<file path="src/rtl/swr_pkg.sv">
package swr_pkg;

  localparam int CmdBits = 8;

  localparam logic [CmdBits-1:0] CodeReadId     = 8'h33;
  localparam logic [CmdBits-1:0] CodeMatchId    = 8'h55;
  localparam logic [CmdBits-1:0] CodeSearch     = 8'hF0;
  localparam logic [CmdBits-1:0] CodeCondSearch = 8'hEC;
  localparam logic [CmdBits-1:0] CodeSkip       = 8'hCC;

  typedef enum logic [2:0] {
    StQuiet,
    StCmd,
    StReadId,
    StMatch,
    StSearch,
    StSel
  } romState_t;

  typedef struct packed {
    logic cntClr;
    logic cntInc;
    logic phClr;
    logic phInc;
    logic cmdShift;
  } dpStrobe_t;

endpackage

</file>
<file path="src/rtl/swr_dpath.sv">
module swr_dpath
  import swr_pkg::*;
#(
  parameter int IdBits = 64,
  parameter logic [IdBits-1:0] IdCode = '0
) (
  input  logic               clk,
  input  logic               rstN,
  input  dpStrobe_t          strb,
  input  romState_t          state,
  input  logic               rxBit,
  output logic [CmdBits-1:0] cmdNext,
  output logic               cmdLast,
  output logic               idBit,
  output logic               idLast,
  output logic [1:0]         phase,
  output logic               txBit
);

  localparam int CntW = $clog2(IdBits);

  logic [CntW-1:0]    bitCnt;
  logic [CmdBits-1:0] cmdSr;

  always_ff @(posedge clk or negedge rstN) begin
    if (!rstN) begin
      bitCnt <= '0;
    end else if (strb.cntClr) begin
      bitCnt <= '0;
    end else if (strb.cntInc) begin
      bitCnt <= bitCnt + 1'b1;
    end
  end

  always_ff @(posedge clk or negedge rstN) begin
    if (!rstN) begin
      phase <= 2'd0;
    end else if (strb.phClr) begin
      phase <= 2'd0;
    end else if (strb.phInc) begin
      phase <= phase + 2'd1;
    end
  end

  // Command byte arrives least significant bit first: shift right.
  always_ff @(posedge clk or negedge rstN) begin
    if (!rstN) begin
      cmdSr <= '0;
    end else if (strb.cmdShift) begin
      cmdSr <= cmdNext;
    end
  end

  assign cmdNext = {rxBit, cmdSr[CmdBits-1:1]};
  assign cmdLast = (bitCnt == CntW'(CmdBits - 1));
  assign idBit   = IdCode[bitCnt];
  assign idLast  = (bitCnt == CntW'(IdBits - 1));

  always_comb begin
    txBit = 1'b1;
    case (state)
      StReadId: txBit = idBit;
      StSearch: begin
        if (phase == 2'd0) begin
          txBit = idBit;
        end else if (phase == 2'd1) begin
          txBit = ~idBit;
        end
      end
      default: txBit = 1'b1;
    endcase
  end


  cmpl_follows_bit_chk: assert property (@(posedge clk) disable iff (!rstN)
    (state == StSearch && phase == 2'd1 && $past(state == StSearch && phase == 2'd0))
      |-> (txBit != $past(txBit)));


  round_advance_chk: assert property (@(posedge clk) disable iff (!rstN)
    (state == StSearch && phase == 2'd0 && $past(state == StSearch && phase == 2'd2))
      |-> (bitCnt == $past(bitCnt) + 1'b1));

endmodule

</file>
<file path="src/rtl/swr_ctrl.sv">
module swr_ctrl
  import swr_pkg::*;
(
  input  logic               clk,
  input  logic               rstN,
  input  logic               busReset,
  input  logic               rxValid,
  input  logic               rxBit,
  input  logic               txReq,
  input  logic               condMet,
  input  logic [CmdBits-1:0] cmdNext,
  input  logic               cmdLast,
  input  logic               idBit,
  input  logic               idLast,
  input  logic [1:0]         phase,
  output romState_t          state,
  output dpStrobe_t          strb,
  output logic               selected
);

  romState_t stNext;

  always_comb begin
    stNext = state;
    strb   = '0;
    if (busReset) begin
      stNext      = StCmd;
      strb.cntClr = 1'b1;
      strb.phClr  = 1'b1;
    end else begin
      case (state)
        StCmd: begin
          if (rxValid) begin
            strb.cmdShift = 1'b1;
            if (cmdLast) begin
              strb.cntClr = 1'b1;
              strb.phClr  = 1'b1;
              case (cmdNext)
                CodeReadId:     stNext = StReadId;
                CodeMatchId:    stNext = StMatch;
                CodeSearch:     stNext = StSearch;
                CodeCondSearch: stNext = condMet ? StSearch : StQuiet;
                CodeSkip:       stNext = StSel;
                default:        stNext = StQuiet;
              endcase
            end else begin
              strb.cntInc = 1'b1;
            end
          end
        end
        StReadId: begin
          if (txReq) begin
            if (idLast) begin
              stNext = StSel;
            end else begin
              strb.cntInc = 1'b1;
            end
          end
        end
        StMatch: begin
          if (rxValid) begin
            if (rxBit != idBit) begin
              stNext = StQuiet;
            end else if (idLast) begin
              stNext = StSel;
            end else begin
              strb.cntInc = 1'b1;
            end
          end
        end
        StSearch: begin
          if (phase != 2'd2) begin
            if (txReq) begin
              strb.phInc = 1'b1;
            end
          end else if (rxValid) begin
            if (rxBit != idBit) begin
              stNext = StQuiet;
            end else if (idLast) begin
              stNext = StSel;
            end else begin
              strb.cntInc = 1'b1;
              strb.phClr  = 1'b1;
            end
          end
        end
        default: stNext = state;
      endcase
    end
  end

  always_ff @(posedge clk or negedge rstN) begin
    if (!rstN) begin
      state <= StQuiet;
    end else begin
      state <= stNext;
    end
  end

  assign selected = (state == StSel);


  bus_reset_restart_chk: assert property (@(posedge clk) disable iff (!rstN)
    busReset |=> (state == StCmd && !selected));


  quiet_holds_chk: assert property (@(posedge clk) disable iff (!rstN)
    (state == StQuiet && !busReset) |=> (state == StQuiet));


  sel_after_slot_chk: assert property (@(posedge clk) disable iff (!rstN)
    $rose(selected) |-> $past(rxValid || txReq));


  match_miss_drop_chk: assert property (@(posedge clk) disable iff (!rstN)
    (state == StMatch && rxValid && !busReset && rxBit != idBit)
      |=> (!selected && state == StQuiet));

endmodule

</file>
<file path="src/rtl/swr_rom_layer.sv">
module swr_rom_layer
  import swr_pkg::*;
#(
  parameter int IdBits = 64,
  parameter logic [IdBits-1:0] IdCode = 64'h5E00_0012_3456_7812,
  parameter int SelBits = 5
) (
  input  logic                    clk,
  input  logic                    rstN,
  input  logic                    busReset,
  input  logic                    rxValid,
  input  logic                    rxBit,
  input  logic                    txReq,
  input  logic [SelBits-1:0]      condSel,
  input  logic [(1<<SelBits)-1:0] evtIn,
  output logic                    txBit,
  output logic                    selected
);

  romState_t          state;
  dpStrobe_t          strb;
  logic [CmdBits-1:0] cmdNext;
  logic               cmdLast;
  logic               idBit;
  logic               idLast;
  logic [1:0]         phase;
  logic               condMet;

  assign condMet = evtIn[condSel];

  swr_ctrl u_ctrl (
    .clk      (clk),
    .rstN     (rstN),
    .busReset (busReset),
    .rxValid  (rxValid),
    .rxBit    (rxBit),
    .txReq    (txReq),
    .condMet  (condMet),
    .cmdNext  (cmdNext),
    .cmdLast  (cmdLast),
    .idBit    (idBit),
    .idLast   (idLast),
    .phase    (phase),
    .state    (state),
    .strb     (strb),
    .selected (selected)
  );

  swr_dpath #(
    .IdBits (IdBits),
    .IdCode (IdCode)
  ) u_dpath (
    .clk     (clk),
    .rstN    (rstN),
    .strb    (strb),
    .state   (state),
    .rxBit   (rxBit),
    .cmdNext (cmdNext),
    .cmdLast (cmdLast),
    .idBit   (idBit),
    .idLast  (idLast),
    .phase   (phase),
    .txBit   (txBit)
  );


  released_when_sel_chk: assert property (@(posedge clk) disable iff (!rstN)
    selected |-> txBit);

endmodule

</file>
<file path="config.mk">
export PLATFORM = sky130hd
export DESIGN_NAME = swr_rom_layer
export DESIGN_NICKNAME = d
export VERILOG_FILES = /design/src/rtl/swr_pkg.sv /design/src/rtl/swr_dpath.sv /design/src/rtl/swr_ctrl.sv /design/src/rtl/swr_rom_layer.sv
export SDC_FILE = /design/constraint.sdc
export NUM_CORES = 1
export LEC_CHECK = 0
export CORE_ASPECT_RATIO = 1.5
export CORE_MARGIN = 8
export CORE_UTILIZATION = 53
export CTS_CLUSTER_SIZE = 28
export DETAILED_ROUTE_END_ITERATION = 6
export PLACE_DENSITY = 0.93
export SYNTH_ARGS = -nofsm -noshare
export SYNTH_HDL_FRONTEND = slang
export SYNTH_SLANG_ARGS = --single-unit
</file>
<file path="constraint.sdc">
create_clock -name clk -period 4 [get_ports clk]
set_input_delay 1.2 -clock clk [delete_from_list [all_inputs] [get_ports clk]]
set_output_delay 1.2 -clock clk [all_outputs]
set_load 0.05 [all_outputs]
</file>
==> results.sh <==
export IMPL_rsz0062_at_grt="false"
export IMPL_min_period_over_period_pct=91.0
export IMPL_nFillCells=265
export IMPL_cp_slowest_cell="dfrtp_1"
export IMPL_clock_sinks=18
export IMPL_synth_flop_cell="dfrtp_1"
export IMPL_status="finished, final reports clean"
export IMPL_post_cts_repair_setup_buffers=0
export IMPL_synth_top_area_share_pct=25.2
export IMPL_core_area_sq_um=3320
export IMPL_htree_levels=1
export IMPL_routedWlPerCell_um=18.2
export IMPL_antenna_cells=0
export IMPL_hold_viol_final=0
export IMPL_portBuffers=44
export IMPL_swShare_pct=29.4
export IMPL_cts_max_path_buffers=2
export IMPL_leakage_nw=0.890
export IMPL_tns_ns=0
export IMPL_power_frac_comb_pct=29.5
export IMPL_cts_made_buffers=3
export IMPL_tightest_slew_ns=0.830
export IMPL_hold_buffers=0
export IMPL_worst_setup_path_end_kind="output pin"
export IMPL_drtPass1Iterations=4
export IMPL_dieWidth_um=63.4
export IMPL_cts_root_buf="clkbuf_8"
export IMPL_grt_pass1_vias=1727
export IMPL_yosysWarnings=0
export IMPL_slew_headroom_pct=44.5
export IMPL_grtUsageTotal_pct=17.2
export IMPL_maxCapViolations=0
export IMPL_cts_tree="built"
export IMPL_async_flop_share_pct=100
export IMPL_io_pin_count=45
export IMPL_syn_area_per_cell_sq_um=9.86
export IMPL_fin_nets=270
export IMPL_timing_clock_skew_ns=0.00418
export IMPL_cellPowerDensity_nw_per_um2=256
export IMPL_place_hpwl_um=3700
export IMPL_syn_area_sq_um=1790
export IMPL_synth_cell_types=54
export IMPL_grt_ovfl_total=0
export IMPL_cp_start_kind="flop"
export IMPL_criticalPathCategory="flop to output pin"
export IMPL_synth_most_common_cell="dfrtp_1"
export IMPL_ant_nets=0
export IMPL_layout_drive_gt1_share_pct=13.3
export IMPL_place_congestion=0.948
export IMPL_initial_core_util_pct=53.8
export IMPL_crit_required_ns=2.80
export IMPL_hold_path_class="flop to flop"
export IMPL_cts_reportedPaths_clkPinSlew_ns=0.07
export IMPL_vdd_ir_drop_max_uv=280
export IMPL_ys_top_cells_by_area="dfrtp_1 (25%), mux4_2 (10%), mux2i_1 (6.2%), ha_1 (5.6%), mux2_2 (5.0%)"
export IMPL_grt_start_max_net_pins=19
export IMPL_crit_path_max_incr_delay_ns=0.46
export IMPL_syn2layout_area_growth_pct=27.8
export IMPL_synth_common_cells="dfrtp_1 (18), mux2i_1 (11), nor2_1 (11)"
export IMPL_multiInputGateArea_sq_um=1240
export IMPL_clock_fmax_mhz=275
export IMPL_drtIter0Drc=68
export IMPL_power_frac_seq_pct=44.6
export IMPL_critPathMaxFanout=7
export IMPL_finalMaxSlewViolations=0
export IMPL_arrival_ns=2.44
export IMPL_cp_cell_sequence="inv_1, ha_1, nor4b_2, nor4b_2, o2bb2ai_2, mux2i_1, o22ai_1, nand2_1, buf_12"
export IMPL_ys_seq_elements=18
export IMPL_die_h_um=87.1
export IMPL_cts_resized=0
export IMPL_setup_violations_final=0
export IMPL_power_share_clock_pct=25.9
export IMPL_wl_um=4720
export IMPL_vias_per_cell=6.43
export IMPL_power_switching_mw=0.172
export IMPL_via_count=1673
export IMPL_period_minus_slack_ns=3.64
export IMPL_ys_seq_area_share_pct=25.2
export IMPL_clock_latency_ns=0.26
export IMPL_layout_area_seq_sq_um=450
export IMPL_synth_nets=232
export IMPL_grt_antenna_before_repair=0
export IMPL_route_detailed_drc=0
export IMPL_yosysTopAreaCell="dfrtp_1"
export IMPL_cpMostUsedCell="nor4b_2"
export IMPL_hold_slack_ns=0.600
export IMPL_die_area_sq_um=5520
export IMPL_rows=26
export IMPL_postSynthCellCount=181
export IMPL_synth_edf_count=0
export IMPL_grt_pass1_wl_um=7800
export IMPL_intPower_mw=0.413
cell usage in the layout, fill, tap and decap left out, types with 2 or more instances in the layout:
master           synthesis  routed
nor2_1                  11      11
and4bb_1                 2       2
nor4bb_1                 7       7
dfrtp_1                 18      18
nand2_1                  6       6
mux2i_1                 11      11
a21oi_1                  5       5
nand3_1                  8       8
ha_1                     8       8
xnor2_1                  2       2
or4_1                    3       3
inv_1                    9       9
mux2_2                   8       8
clkbuf_8                 0       4
nor4b_2                  2       2
nor3_1                   8       8
nor2b_1                  4       4
o21a_1                   3       3
o2111ai_1                2       2
o211ai_1                 3       3
a211oi_1                 2       2
or2_2                    2       2
nand2b_1                 2       2
mux4_2                   8       8
and3b_1                  4       4
o21ai_0                  7       7
clkdlybuf4s50_1          0      43
nor4b_1                  2       2
critical path, delay by kind of cell, from the launching register on:
kind,cells,cell delay (ns)
adder cells (fa/ha/maj),1,0.32
flip-flops,1,0.46
buffers and inverters,2,0.25
AO/OA/AOI/OAI,2,0.34
AND/OR/NAND/NOR,3,0.59
multiplexers,1,0.23
cell type report:
class	instances	share of cell area (%)
clock buffer	4	2.41
inverter	9	1.48
tap	42	2.30
timing repair buffer	44	19.7
sequential	18	19.7
multi-input combinational	143	54.3
registers in the layout (all words and copies together), names as in the netlist:
| name | count |
|---|---|
| u_dpath.phase | 2 |
| u_ctrl.state | 3 |
| u_dpath.bitCnt | 6 |
| u_dpath.cmdSr | 7 |
per-stage QoR:
step                util, %  cells  setup WS [ns]  total power [mW]  cell area [sq um]
global route           68.8    260          0.242             0.612               2280
detailed placement     67.1    256          0.656             0.430               2230
CTS                    68.8    260          0.360             0.583               2280
finish                 68.8    260          0.359             0.585               2280
global placement       67.1    256          0.712             0.419               2230
floorplan                 -    181          0.710             0.356               1790
per-layer routing:
layer / global-route usage [%] / share of wire [%] / routed length, um / vias up
li1: - / - / - / 776
met1: 16.5 / 37 / 1740 / 825
met2: 34.0 / 55 / 2620 / 59
met3: 4.12 / 5.2 / 247 / 13
met4: 6.11 / 2.5 / 117 / 0
met5: 0 / 0 / 0 / -
power groups by stage:
stage               sequential [mW]  clock, mW  combinational [mW]
finish                        0.261      0.152               0.173
global route                  0.264      0.162               0.186
CTS                           0.258      0.152               0.173
detailed placement            0.259          0               0.171
global placement              0.255          0               0.164
floorplan                     0.244          0               0.112
path summary, 6_finish.rpt:
check / cells after the start / from / slack [ns] / to
max: 9 / u_dpath.bitCnt[0] / 0.36 / txBit
min: 1 / u_dpath.cmdSr[1] / 0.60 / u_dpath.cmdSr[1]
max reg2reg: 8 / u_dpath.bitCnt[0] / 1.36 / u_dpath.bitCnt[4]
min reg2reg: 1 / u_dpath.cmdSr[1] / 0.60 / u_dpath.cmdSr[1]
max in group asynchronous: 1 / rstN / 2.07 / u_dpath.bitCnt[0]
min in group asynchronous: 1 / rstN / 1.42 / u_dpath.cmdSr[5]
cell families (layout without fill, tap and decap cells):
logic type | after synthesis | after routing | share of synthesized area, %
compound gates | 36 | 36 | 14.9
xor+xnor | 2 | 2 | 0.981
fa+ha+maj | 8 | 8 | 5.61
buf+inv | 20 | 57 | 5.33
flops | 18 | 18 | 25.2
mux | 29 | 29 | 22.8
simple gates | 68 | 68 | 25.2
Power figures use the tool's default switching activity.
